===== src/rtl/stc_pkg.sv =====
package stc_pkg;
  localparam logic [1:0] PRIV_U = 2'b00;
  localparam logic [1:0] PRIV_S = 2'b01;
  localparam logic [1:0] PRIV_M = 2'b11;
  // architectural pending-register positions decoded by the neighbour
  localparam int unsigned STIP_POS  = 5;
  localparam int unsigned VSTIP_POS = 6;
endpackage


===== src/rtl/stc_access.sv =====
module stc_access
  import stc_pkg::*;
(
  input  logic       valid_i,
  input  logic       hi_i,
  input  logic       we_i,
  input  logic [1:0] priv_i,
  input  logic       xlen32_i,
  input  logic       ext_en_i,
  input  logic       time_avail_i,
  input  logic       cnt_tm_i,
  input  logic       stce_i,
  output logic       illegal_o,
  output logic       wr_lo_o,
  output logic       wr_hi_o,
  output logic       rd_ok_o
);
  logic present, width_ok, priv_ok, legal;

  assign present  = ext_en_i & time_avail_i;
  assign width_ok = ~hi_i | xlen32_i;
  // machine always passes; lower levels need both enables and at least S
  assign priv_ok  = (priv_i == PRIV_M) |
                    (cnt_tm_i & stce_i & (priv_i != PRIV_U));
  assign legal    = present & width_ok & priv_ok;

  assign illegal_o = valid_i & ~legal;
  assign wr_lo_o   = valid_i & legal & we_i & ~hi_i;
  assign wr_hi_o   = valid_i & legal & we_i & hi_i;
  assign rd_ok_o   = valid_i & legal & ~we_i;
endmodule


===== src/rtl/stc_cmp_reg.sv =====
module stc_cmp_reg #(
  parameter int unsigned TW = 64,
  localparam int unsigned HW = TW / 2
) (
  input  logic          clk_i,
  input  logic          rst_ni,
  input  logic          wr_lo_i,
  input  logic          wr_hi_i,
  input  logic          xlen32_i,
  input  logic [TW-1:0] wdata_i,
  output logic [TW-1:0] cmp_o
);
  for (genvar h = 0; h < 2; h++) begin : g_half
    logic          we_h;
    logic [HW-1:0] src_h;
    logic [HW-1:0] q_h;

    if (h == 0) begin : g_lo
      assign we_h  = wr_lo_i;
      assign src_h = wdata_i[HW-1:0];
    end else begin : g_hi
      // upper half: own address, or a full-width low write
      assign we_h  = wr_hi_i | (wr_lo_i & ~xlen32_i);
      assign src_h = wr_hi_i ? wdata_i[HW-1:0] : wdata_i[TW-1:HW];
    end

    always_ff @(posedge clk_i or negedge rst_ni) begin
      if (!rst_ni)   q_h <= '1;
      else if (we_h) q_h <= src_h;
    end

    assign cmp_o[h*HW +: HW] = q_h;
  end

  AST_HI_KEEPS_LO: assert property (@(posedge clk_i) disable iff (!rst_ni)
    wr_hi_i |=> $stable(cmp_o[HW-1:0]));
  AST_LO32_KEEPS_HI: assert property (@(posedge clk_i) disable iff (!rst_ni)
    (wr_lo_i && xlen32_i) |=> $stable(cmp_o[TW-1:HW]));
  AST_IDLE_HOLD: assert property (@(posedge clk_i) disable iff (!rst_ni)
    !(wr_lo_i || wr_hi_i) |=> $stable(cmp_o));
endmodule


===== src/rtl/stc_irq.sv =====
module stc_irq
  import stc_pkg::*;
#(
  parameter int unsigned TW = 64,
  parameter int unsigned MW = 64
) (
  input  logic          ext_en_i,
  input  logic          stce_i,
  input  logic [1:0]    priv_i,
  input  logic [TW-1:0] time_i,
  input  logic [TW-1:0] cmp_i,
  input  logic [MW-1:0] mask_i,
  output logic          stip_o,
  output logic [MW-1:0] mask_o
);
  logic          hw_owned;
  logic [MW-1:0] lock;

  assign hw_owned = ext_en_i & stce_i;
  assign stip_o   = hw_owned & (time_i >= cmp_i);

  always_comb begin
    lock = '0;
    lock[STIP_POS]  = 1'b1;
    lock[VSTIP_POS] = 1'b1;
  end

  assign mask_o = (hw_owned && priv_i == PRIV_M) ? (mask_i & ~lock) : mask_i;
endmodule


===== src/rtl/stc_unit.sv =====
module stc_unit
  import stc_pkg::*;
#(
  parameter int unsigned TW = 64,
  parameter int unsigned MW = 64,
  localparam int unsigned HW = TW / 2
) (
  input  logic          clk_i,
  input  logic          rst_ni,
  input  logic [1:0]    priv_i,
  input  logic          xlen32_i,
  input  logic          ext_en_i,
  input  logic          time_avail_i,
  input  logic          cnt_tm_i,
  input  logic          stce_i,
  input  logic [TW-1:0] time_i,
  input  logic          csr_valid_i,
  input  logic          csr_hi_i,
  input  logic          csr_we_i,
  input  logic [TW-1:0] csr_wdata_i,
  output logic [TW-1:0] csr_rdata_o,
  output logic          illegal_o,
  output logic          stip_o,
  input  logic [MW-1:0] mip_mask_i,
  output logic [MW-1:0] mip_mask_o
);
  logic          wr_lo, wr_hi, rd_ok;
  logic [TW-1:0] cmp;

  stc_access u_acc (
    .valid_i(csr_valid_i), .hi_i(csr_hi_i), .we_i(csr_we_i), .priv_i(priv_i),
    .xlen32_i(xlen32_i), .ext_en_i(ext_en_i), .time_avail_i(time_avail_i),
    .cnt_tm_i(cnt_tm_i), .stce_i(stce_i), .illegal_o(illegal_o),
    .wr_lo_o(wr_lo), .wr_hi_o(wr_hi), .rd_ok_o(rd_ok)
  );

  stc_cmp_reg #(.TW(TW)) u_reg (
    .clk_i(clk_i), .rst_ni(rst_ni), .wr_lo_i(wr_lo), .wr_hi_i(wr_hi),
    .xlen32_i(xlen32_i), .wdata_i(csr_wdata_i), .cmp_o(cmp)
  );

  stc_irq #(.TW(TW), .MW(MW)) u_irq (
    .ext_en_i(ext_en_i), .stce_i(stce_i), .priv_i(priv_i), .time_i(time_i),
    .cmp_i(cmp), .mask_i(mip_mask_i), .stip_o(stip_o), .mask_o(mip_mask_o)
  );

  always_comb begin
    csr_rdata_o = '0;
    if (rd_ok) begin
      if (csr_hi_i)      csr_rdata_o[HW-1:0] = cmp[TW-1:HW];
      else if (xlen32_i) csr_rdata_o[HW-1:0] = cmp[HW-1:0];
      else               csr_rdata_o = cmp;
    end
  end

  AST_GATE_OFF_ILLEGAL: assert property (@(posedge clk_i) disable iff (!rst_ni)
    (csr_valid_i && !(ext_en_i && time_avail_i)) |-> illegal_o);
  AST_MACHINE_OK: assert property (@(posedge clk_i) disable iff (!rst_ni)
    (csr_valid_i && ext_en_i && time_avail_i && priv_i == PRIV_M &&
     (!csr_hi_i || xlen32_i)) |-> !illegal_o);
  AST_USER_REJECT: assert property (@(posedge clk_i) disable iff (!rst_ni)
    (csr_valid_i && priv_i == PRIV_U) |-> illegal_o);
  AST_HI_WIDE_REJECT: assert property (@(posedge clk_i) disable iff (!rst_ni)
    (csr_valid_i && csr_hi_i && !xlen32_i) |-> illegal_o);
  AST_STIP_MEETS_CMP: assert property (@(posedge clk_i) disable iff (!rst_ni)
    stip_o |-> (time_i >= cmp));
  AST_STIP_NEEDS_STCE: assert property (@(posedge clk_i) disable iff (!rst_ni)
    !(stce_i && ext_en_i) |-> !stip_o);
  AST_MASK_LOCK: assert property (@(posedge clk_i) disable iff (!rst_ni)
    (ext_en_i && stce_i && priv_i == PRIV_M) |->
      (!mip_mask_o[STIP_POS] && !mip_mask_o[VSTIP_POS]));
  AST_ILLEGAL_NO_EFFECT: assert property (@(posedge clk_i) disable iff (!rst_ni)
    illegal_o |=> $stable(cmp));
  AST_ILLEGAL_NO_RDATA: assert property (@(posedge clk_i) disable iff (!rst_ni)
    illegal_o |-> (csr_rdata_o == '0));
endmodule


===== config.mk =====
export PLATFORM = sky130hd
export DESIGN_NAME = stc_unit
export DESIGN_NICKNAME = d
export VERILOG_FILES = /design/src/rtl/stc_pkg.sv /design/src/rtl/stc_access.sv /design/src/rtl/stc_cmp_reg.sv /design/src/rtl/stc_irq.sv /design/src/rtl/stc_unit.sv
export SDC_FILE = /design/constraint.sdc
export NUM_CORES = 1
export LEC_CHECK = 0
export BUFFER_PORTS_ARGS = -buffer_cell sky130_fd_sc_hd__buf_2
export CORE_AREA = 2 2 128 130
export CTS_CLUSTER_SIZE = 30
export DETAILED_ROUTE_END_ITERATION = 10
export DIE_AREA = 0 0 130 132
export PLACE_DENSITY_LB_ADDON = 0.2
export SYNTH_ARGS = -nofsm -noshare
export SYNTH_HDL_FRONTEND = slang
export SYNTH_SLANG_ARGS = --single-unit
export TNS_END_PERCENT = 10

===== constraint.sdc =====
create_clock -name clk_i -period 3.6 [get_ports clk_i]
set_input_delay 0.54 -clock clk_i [delete_from_list [all_inputs] [get_ports clk_i]]
set_output_delay 0.54 -clock clk_i [all_outputs]
set_load 0.05 [all_outputs]

==> flow_summary.ini, run 1 <==
[outcome]
run_status = finished, final reports clean

[layout]
area_delta_synth_final_pct = 19.3
final_nets = 1040
top_regs = u_reg.g_half.q_h x64
fin_area_mm2 = 0.00679
antenna_cells = 0
top_register = u_reg.g_half.q_h
fin_cells = 993
largest_reg_flops = 64
drive_above_1_share = 0.438
fillers = 1626

[detailed_routing]
drt_wl_total_um = 18300
wl_per_cell_um = 18.4
vias_per_cell = 5.21
antenna_left = 0
dr.pass1.iters = 6
route.vias.total = 5175
post-route-drc-count = 0
drt_iter0_drc = 230

[grt]
overflow = 0
grt_max_degree = 47
grt_pass1_wl_um = 28800
grt_pass1_vias = 5475
antenna_found_initial = 2
grt_util_all_layers = 0.215

[sta]
setup_viol = 0
rsz0062_at_grt = no
tns_ns = 0
finalCriticalPeriod_ns = 3.42
worst_clock_skew_ns = 0
period_share = 0.949
hold_viol = 0
fmax_ghz = 0.293
slew_violations = 0
slew-limit-headroom = 0.356
worst_pin_slew_ns = 0.962

[synthesis]
synth_edf_count = 0
ys_seq_area_frac = 0.296
synth.distinct_cells = 47
async_reset_ff_frac = 1.00
syn_area_mm2 = 0.00569
syn_nets = 903
synth_top_area_cell = dfstp_2
synth_warnings = 0
syn_inst = 635
ys_top_cells_by_area = dfstp_2 (30%), ha_1 (14%), buf_4 (8.7%)
synth.top_cell.area_share = 0.296
synth_seq_cells = 64
syn_area_per_cell_um2 = 8.96
synth-main-ff-cell = dfstp_2

[critical_path]
crit_chain = ha_1 -> nand2b_1 -> a2111oi_0 -> buf_4 -> nor4_2 -> a2111o_1 -> a31oi_1 -> o21ai_1 -> buf_2
start_kind = flip-flop
path_depth = 9
r2r_slack_ns = 2.70
slowest_stage = dfstp_2
slowest_delay_ns = 0.54
rr_endpoint = u_reg.g_half[1].q_h[23]
cp.required_ns = 3.06
crit_path_start = u_reg.g_half[0].q_h[0]
critPathTopFamily = compound AO/OA/AOI/OAI gates
critPathArrivalTime_ns = 2.88
reg2regPathDepth = 2
crit_buf_inv = 2
end_kind = output pin
cp_max_fo = 3
crit_type = reg -> out
r2r-start = u_reg.g_half[1].q_h[23]
cp-endpoint = stip_o

[flow_run]
cap_violations = 0

[die]
die_x_um = 130
pin_count = 334
initial_core_util = 0.362
core_mm2 = 0.0157
num_rows = 46
die_y_um = 132
die_area_mm2 = 0.0172

[clocking]
h-tree-depth = 3
cts.path.max_buffers = 2
cts_setup_buffers = 0
cts_buffers = 9
cts_tree = done
worstSkewPairLatency_ns = 0.33
cts-root-buf = clkbuf_16
path_clk_slew_ns = 0.05
cts.sinks = 64

[pwr]
ir_drop_mv = 0.185
power.density_mw_per_mm2 = 390
cellLeakagePower_nw = 3.64

[placement]
dpl.hpwl_um = 14200
port_buffers = 209
place_congestion = 0.895
place_area_mm2 = 0.00651
dp.cells = 977

[worst_hold_path]
hp-class = in -> reg
-- cells in the final DEF (no fill, tap or decap), drive strengths merged, types with 9 or more instances in the layout --
master | netlist | layout
buf | 77 | 222
inv | 67 | 67
ha | 64 | 64
dfstp | 64 | 64
nand2 | 55 | 55
a21oi | 52 | 52
nor2 | 42 | 42
nor4 | 34 | 34
mux2i | 32 | 32
mux2 | 32 | 32
a22oi | 28 | 28
o21ai | 13 | 13
clkbuf | 19 | 12
nand4 | 9 | 9
-- routing by layer --
layer	GRT usage	vias to the layer above	share of wire
li1	-	2463	-
met1	0.271	2415	0.42
met2	0.349	223	0.47
met3	0.0515	70	0.076
met4	0.0908	4	0.032
met5	0	-	0.0013
-- worst min-delay path by stage --
stage	start	end	slack, ns	cells past startpoint
2_1_floorplan	rst_ni	u_reg.g_half[0].q_h[0]	0.39	0
3_3_place_gp	u_reg.g_half[1].q_h[12]	u_reg.g_half[1].q_h[12]	0.50	2
3_5_place_dp	u_reg.g_half[1].q_h[12]	u_reg.g_half[1].q_h[12]	0.50	2
4_1_cts	csr_wdata_i[60]	u_reg.g_half[1].q_h[28]	0.40	3
5_1_grt	csr_wdata_i[50]	u_reg.g_half[1].q_h[18]	0.41	3
6_report	csr_wdata_i[34]	u_reg.g_half[1].q_h[2]	0.41	3
-- kinds of logic (layout without fill, tap and decap cells) --
kind of cell / after synthesis / count (layout) / share of synthesized area
compound gates: 115 / 115 / 0.125
flops: 64 / 64 / 0.296
simple gates: 165 / 165 / 0.143
mux: 64 / 64 / 0.139
buf+inv: 163 / 305 / 0.157
fa+ha+maj: 64 / 64 / 0.141
-- final cells by class --
cell class,count,area [µm²],share of cell area
Timing Repair Buffer,222,1170,0.173
Inverter,67,251,0.0371
Sequential cell,64,1680,0.248
Clock inverter,4,20.0,0.00295
Tap cell,216,270,0.0398
Multi-Input combinational cell,408,3140,0.463
Clock buffer,12,246,0.0363
-- worst min-delay path: stages --
cell,delay (ns)
buf_2,0.09
nand2_1,0.04
a22oi_1,0.05
-- power by group --
| group | switching (mW) | total (mW) | internal [mW] | leakage (nW) |
|---|---|---|---|---|
| sequential | 0.0886 | 1.03 | 0.941 | 0.670 |
| combinational | 0.444 | 0.821 | 0.378 | 2.84 |
| clock | 0.317 | 0.796 | 0.480 | 0.136 |
-- through the flow --
step                power [mW]   util  setup WS, ns  hold slack [ns]
floorplan                 1.75      -         0.128            0.392
global placement          1.82  0.414         0.303            0.498
detailed placement        1.86  0.414         0.304            0.500
CTS                       2.67  0.431       0.00417            0.398
global route              2.82  0.432        0.0152            0.414
finish                    2.65  0.432         0.183            0.407
-- synthesized netlist by cell type (2+ instances only) --
cell type / count
nor4_1: 34
a31oi_1: 6
mux2_4: 30
and4_1: 6
and2_1: 3
o21ai_0: 11
a22oi_1: 28
inv_1: 66
mux2_2: 2
or4_1: 2
a221oi_1: 2
nand4_1: 9
ha_1: 64
dfstp_2: 64
buf_2: 7
nor2_1: 41
clkbuf_1: 19
buf_4: 66
nor3_1: 3
nand3_1: 5
a211oi_1: 2
o211ai_1: 2
mux2i_1: 32
a21oi_1: 52
o21ai_1: 2
buf_6: 3
nand2_1: 54
-- repair_timing --
item                       CTS  global route
hold buffers                 0             0
resized for setup            0             2
setup endpoints to repair    0             1
(Power assumes the default switching activity.)
==> run 2, diff against run 1 <==
--- a/config.mk
+++ b/config.mk
@@ -6,12 +6,13 @@
 export NUM_CORES = 1
 export LEC_CHECK = 0
 export BUFFER_PORTS_ARGS = -buffer_cell sky130_fd_sc_hd__buf_2
-export CORE_AREA = 2 2 128 130
+export CORE_AREA = 4 4 126 128
 export CTS_CLUSTER_SIZE = 30
 export DETAILED_ROUTE_END_ITERATION = 10
 export DIE_AREA = 0 0 130 132
 export PLACE_DENSITY_LB_ADDON = 0.2
 export SYNTH_ARGS = -nofsm -noshare
 export SYNTH_HDL_FRONTEND = slang
+export SYNTH_HIERARCHICAL = 1
 export SYNTH_SLANG_ARGS = --single-unit
 export TNS_END_PERCENT = 10
==> flow_summary.ini, run 2 <==
[outcome]
run_status = finished, final reports clean

[critical_path]
reg2regPathDepth = 2
cp.required_ns = 3.06
crit_type = reg -> out
cp_max_fo = 3
rr_endpoint = u_reg/g_half[1].q_h[14]
r2r_slack_ns = 2.62
end_kind = output pin
r2r-start = u_reg/g_half[1].q_h[14]
critPathArrivalTime_ns = 2.83
start_kind = flip-flop

[synthesis]
ys_seq_area_frac = 0.261
synth_seq_cells = 64
synth_most_common_cell = inv_1
synth-compound-area-share = 0.133
syn_area_mm2 = 0.00645
synth_top_family_by_area = simple AND/OR/NAND/NOR gates
synth_edf_count = 0
synthSimpleGateAreaFrac = 0.189
async_reset_ff_frac = 1.00
synthAdderAreaFrac = 0.124
syn_nets = 925
synth.top_cell.area_share = 0.261
syn_inst = 657
ys_top_cells_by_count = inv_1 (98), dfstp_2 (64), ha_1 (64)
yosys-mux-area-fraction = 0.123
synth-main-ff-cell = dfstp_2
syn_area_per_cell_um2 = 9.82
synth-xor-area-share = 0
synth.distinct_cells = 45
synth_warnings = 6
synth_top_area_cell = dfstp_2
ys_top_cells_by_area = dfstp_2 (26%), ha_1 (12%), o311ai_2 (7.6%)

[pwr]
cellLeakagePower_nw = 3.68
power.density_mw_per_mm2 = 407
ir_drop_mv = 0.215

[layout]
mostFrequentLayoutCells = buf_2 (209), inv_1 (98), ha_1 (64), dfstp_2 (64), nand2_1 (41)
final_common_cell = buf_2
fin_area_mm2 = 0.00740
drive_above_1_share = 0.460
top_register = u_reg/g_half.q_h
area_delta_synth_final_pct = 14.7
final_core_util = 0.498
antenna_cells = 0
fillers = 1439
final_nets = 1058
top_regs = u_reg/g_half.q_h x64
largest_reg_flops = 64

[detailed_routing]
route.vias.total = 5178
post-route-drc-count = 0
drt_iter0_drc = 180
wl_per_cell_um = 18.9
antenna_left = 0
dr.pass1.iters = 4
drt_wl_total_um = 18600
vias_per_cell = 5.27

[clocking]
cts_tree = done
cts_buffers = 9
path_clk_slew_ns = 0.06
cts.sinks = 64
cts-root-buf = clkbuf_16
cts.path.max_buffers = 2
ctsHoldBuffers = 0
cts_setup_buffers = 0
cts_resized = 0
worstSkewPairLatency_ns = 0.34
h-tree-depth = 3

[die]
die_x_um = 130
die_area_mm2 = 0.0172
die_y_um = 132
pin_count = 334
core_mm2 = 0.0149
num_rows = 45
initial_core_util = 0.434

[sta]
hold_viol = 0
period_share = 0.935
tns_ns = 0
holdWs_ns = 0.447
worst_clock_skew_ns = 0
fmax_ghz = 0.297
worst_pin_slew_ns = 0.801
rsz0062_at_grt = no
slew_violations = 0
finalCriticalPeriod_ns = 3.37
slew-limit-headroom = 0.466
setup_viol = 0

[placement]
place_congestion = 0.834
place_area_mm2 = 0.00710
dpl.hpwl_um = 14000
port_buffers = 209

[grt]
grt_pass1_wl_um = 29000
grt_max_degree = 95
antenna_found_initial = 0
overflow = 0
grt_pass1_vias = 5590
grt_util_all_layers = 0.215

[worst_hold_path]
whs_endpoint = u_reg/g_half[1].q_h[30]
whs_path_depth = 3
min-delay-start = csr_wdata_i[30]
hp-class = in -> reg

[flow_run]
cap_violations = 0
-- run 2: changes by cell type after synthesis, moves of 9 or more --
| cell | before | now |
|---|---|---|
| nor2b_1 | 1 | 33 |
| nand2_1 | 54 | 41 |
| o311ai_2 | 0 | 30 |
| nor2_1 | 41 | 5 |
| a22oi_1 | 28 | 0 |
| inv_1 | 66 | 98 |
| a21oi_1 | 52 | 26 |
| and2_1 | 3 | 33 |
| nand4bb_1 | 0 | 32 |
| clkbuf_1 | 19 | 10 |
| nor4_1 | 34 | 4 |
-- run 2: layer usage --
metal | track usage | up-vias | share of wire
li1 | - | 2481 | -
met1 | 0.272 | 2457 | 0.42
met2 | 0.355 | 221 | 0.48
met3 | 0.0604 | 19 | 0.085
met4 | 0.0635 | 0 | 0.014
met5 | 0 | - | 0
-- run 2: area by class of cell --
class / instances / area (µm²) / share of cell area
tap: 188 / 235 / 0.0318
timing repair buffer: 217 / 1120 / 0.151
clock inverter: 4 / 27.5 / 0.00372
clock buffer: 12 / 267 / 0.0360
multi-input combinational: 400 / 3700 / 0.500
sequential: 64 / 1680 / 0.227
inverter: 98 / 368 / 0.0497
-- run 2: cells by family (layout without fill, tap and decap cells) --
kind of cell / Yosys count / count (layout)
buf+inv: 193 / 331
simple gates: 184 / 184
compound gates: 88 / 88
fa+ha+maj: 64 / 64
mux: 64 / 64
flops: 64 / 64
-- run 2: critical path, stage by stage, from the launching register on --
cell     delay, ns
dfstp_2       0.54
inv_1         0.05
ha_1          0.28
nand3_1       0.10
nor3_1        0.20
nor4_1        0.09
o41ai_1       0.60
a21oi_1       0.15
o21ai_1       0.18
buf_2         0.30
-- run 2: metrics by stage --
stage	std cells	worst slack (ns)	total power [mW]
floorplan	657	0.351	2.02
detailed placement	967	0.461	2.18
global placement	967	0.534	2.14
global route	983	0.0449	3.24
finish	983	0.232	3.01
CTS	983	0.180	3.05
-- run 2: report_power, final --
| part | internal [mW] | switching, mW |
|---|---|---|
| Clock | 0.521 | 0.328 |
| Sequential | 1.01 | 0.169 |
| Combinational | 0.498 | 0.495 |
| Total | 2.02 | 0.991 |
-- run 2: worst max-delay path by stage --
stage          slack, ns                   start         endpoint  cells past startpoint
2_1_floorplan       0.35                csr_hi_i  csr_rdata_o[62]                      3
3_3_place_gp        0.53               time_i[0]           stip_o                     11
3_5_place_dp        0.46               time_i[0]           stip_o                     11
4_1_cts             0.18  u_reg/g_half[0].q_h[5]           stip_o                      9
5_1_grt             0.04  u_reg/g_half[0].q_h[5]           stip_o                      9
6_report            0.23  u_reg/g_half[0].q_h[5]           stip_o                      9
==> run 3, diff against run 2 <==
--- a/config.mk
+++ b/config.mk
@@ -6,11 +6,12 @@
 export NUM_CORES = 1
 export LEC_CHECK = 0
 export BUFFER_PORTS_ARGS = -buffer_cell sky130_fd_sc_hd__buf_2
-export CORE_AREA = 4 4 126 128
+export CORE_ASPECT_RATIO = 1.4
+export CORE_MARGIN = 4
+export CORE_UTILIZATION = 40
 export CTS_CLUSTER_SIZE = 30
 export DETAILED_ROUTE_END_ITERATION = 10
-export DIE_AREA = 0 0 130 132
-export PLACE_DENSITY_LB_ADDON = 0.2
+export PLACE_DENSITY = 0.74
 export SYNTH_ARGS = -nofsm -noshare
 export SYNTH_HDL_FRONTEND = slang
 export SYNTH_HIERARCHICAL = 1
==> flow_summary.ini, run 3 (synthesis results as in run 2) <==
[sta]
rsz0062_at_grt = no
worst_pin_slew_ns = 0.876
setup_viol = 0
tns_ns = 0
slew_violations = 0
hold_viol = 0
fmax_ghz = 0.300
finalCriticalPeriod_ns = 3.33
slew-limit-headroom = 0.416
period_share = 0.925
worst_clock_skew_ns = 0
holdWs_ns = 0.461
fin_ws_ns = 0.271

[critical_path]
cp.required_ns = 3.06
end_kind = output pin
cp_max_fo = 3
r2r-start = u_reg/g_half[1].q_h[31]
crit_type = reg -> out
start_kind = flip-flop
cp-endpoint = stip_o
crit_path_start = u_reg/g_half[0].q_h[0]
r2r_slack_ns = 2.61
critPathArrivalTime_ns = 2.79
reg2regPathDepth = 2
rr_endpoint = u_reg/g_half[1].q_h[31]

[detailed_routing]
drt_wl_total_um = 19300
antenna_left = 0
vias_per_cell = 5.27
dr.pass1.iters = 5
route.vias.total = 5230
wl_per_cell_um = 19.5
drt_iter0_drc = 190
post-route-drc-count = 0

[grt]
grt_pass1_wl_um = 29000
overflow = 0
grt_util_all_layers = 0.208
antenna_found_initial = 0
grt_max_degree = 65
grt_pass1_vias = 5464

[placement]
port_buffers = 209
place_area_mm2 = 0.00716
place_ws_ns = 0.421
dpl.hpwl_um = 14700
place_congestion = 0.818

[layout]
mostFrequentLayoutCells = buf_2 (209), inv_1 (98), ha_1 (64), dfstp_2 (64), nand2_1 (41)
largest_reg_flops = 64
final_common_cell = buf_2
final_nets = 1059
fin_area_mm2 = 0.00748
area_delta_synth_final_pct = 16.0
drive_above_1_share = 0.459
top_regs = u_reg/g_half.q_h x64
fillers = 1530
top_register = u_reg/g_half.q_h

[clocking]
cts_resized = 0
cts_buffers = 9
path_clk_slew_ns = 0.06
cts-root-buf = clkbuf_16
ctsHoldBuffers = 0
cts.sinks = 64
cts.path.max_buffers = 2
cts_setup_buffers = 0
worstSkewPairLatency_ns = 0.32
cts_tree = done
h-tree-depth = 3

[outcome]
run_status = finished, final reports clean

[pwr]
ir_drop_mv = 0.274
cellLeakagePower_nw = 3.70
power.density_mw_per_mm2 = 416

[die]
die_area_mm2 = 0.0182
initial_core_util = 0.410
core_mm2 = 0.0157
pin_count = 334
num_rows = 54
die_y_um = 158
die_x_um = 115

[worst_hold_path]
min-delay-start = csr_wdata_i[29]
hp-class = in -> reg

[flow_run]
cap_violations = 0
==> run 3: changes by cell type in the layout (fill, tap and decap cells not counted), moves of 2 or more <==
cell	change
clkbuf_1	+2
clkinvlp_4	-2
clkbuf_8	-3
buf_4	-3
buf_12	+4
bufinv_16	+2
==> run 3: worst min-delay path by stage <==
stage,endpoint,depth (start not counted)
global route,u_reg/g_half[0].q_h[3],2
floorplan,u_reg/g_half[0].q_h[0],0
finish,u_reg/g_half[0].q_h[29],2
CTS,u_reg/g_half[0].q_h[29],2
detailed placement,u_reg/g_half[1].q_h[25],2
global placement,u_reg/g_half[1].q_h[25],2
==> run 3: metal layers <==
| metal | vias up | wire length (µm) | GRT usage |
|---|---|---|---|
| met1 | 2505 | 7130 | 0.221 |
| met5 | - | 0 | 0 |
| met4 | 0 | 920 | 0.120 |
| met3 | 68 | 955 | 0.0316 |
| met2 | 171 | 10300 | 0.384 |
| li1 | 2486 | - | - |
==> run 3: power breakdown <==
group          switching, mW  internal [mW]
sequential             0.175           1.01
clock                  0.335          0.607
combinational          0.492          0.497
==> run 3: worst max-delay path, cell delays in order (launching register included) <==
cell	delay, ns
dfstp_2	0.55
ha_1	0.22
nand2b_1	0.15
a211oi_1	0.25
nor3_1	0.09
nor4_1	0.49
o41ai_1	0.23
a21oi_1	0.17
o21ai_1	0.08
buf_2	0.22
==> run 3: per-stage QoR <==
step                      instances  power (mW)  utilization
after global routing            992        3.35        0.475
after global placement          976        2.16        0.455
after CTS                       992        3.15        0.475
after detailed placement        976        2.19        0.455
final                           993        3.11        0.475
after floorplan                 657        2.02            -
==> run 3: cell type report <==
class | count | area [µm²] | area share
clock buffers | 11 | 233 | 0.0311
multi-input cells | 400 | 3690 | 0.494
diodes | 1 | 2.50 | 0.000335
flip-flops and latches | 64 | 1680 | 0.225
clock inverters | 5 | 81.3 | 0.0109
well taps | 196 | 245 | 0.0328
inverters | 98 | 368 | 0.0492
repair buffers | 218 | 1180 | 0.157
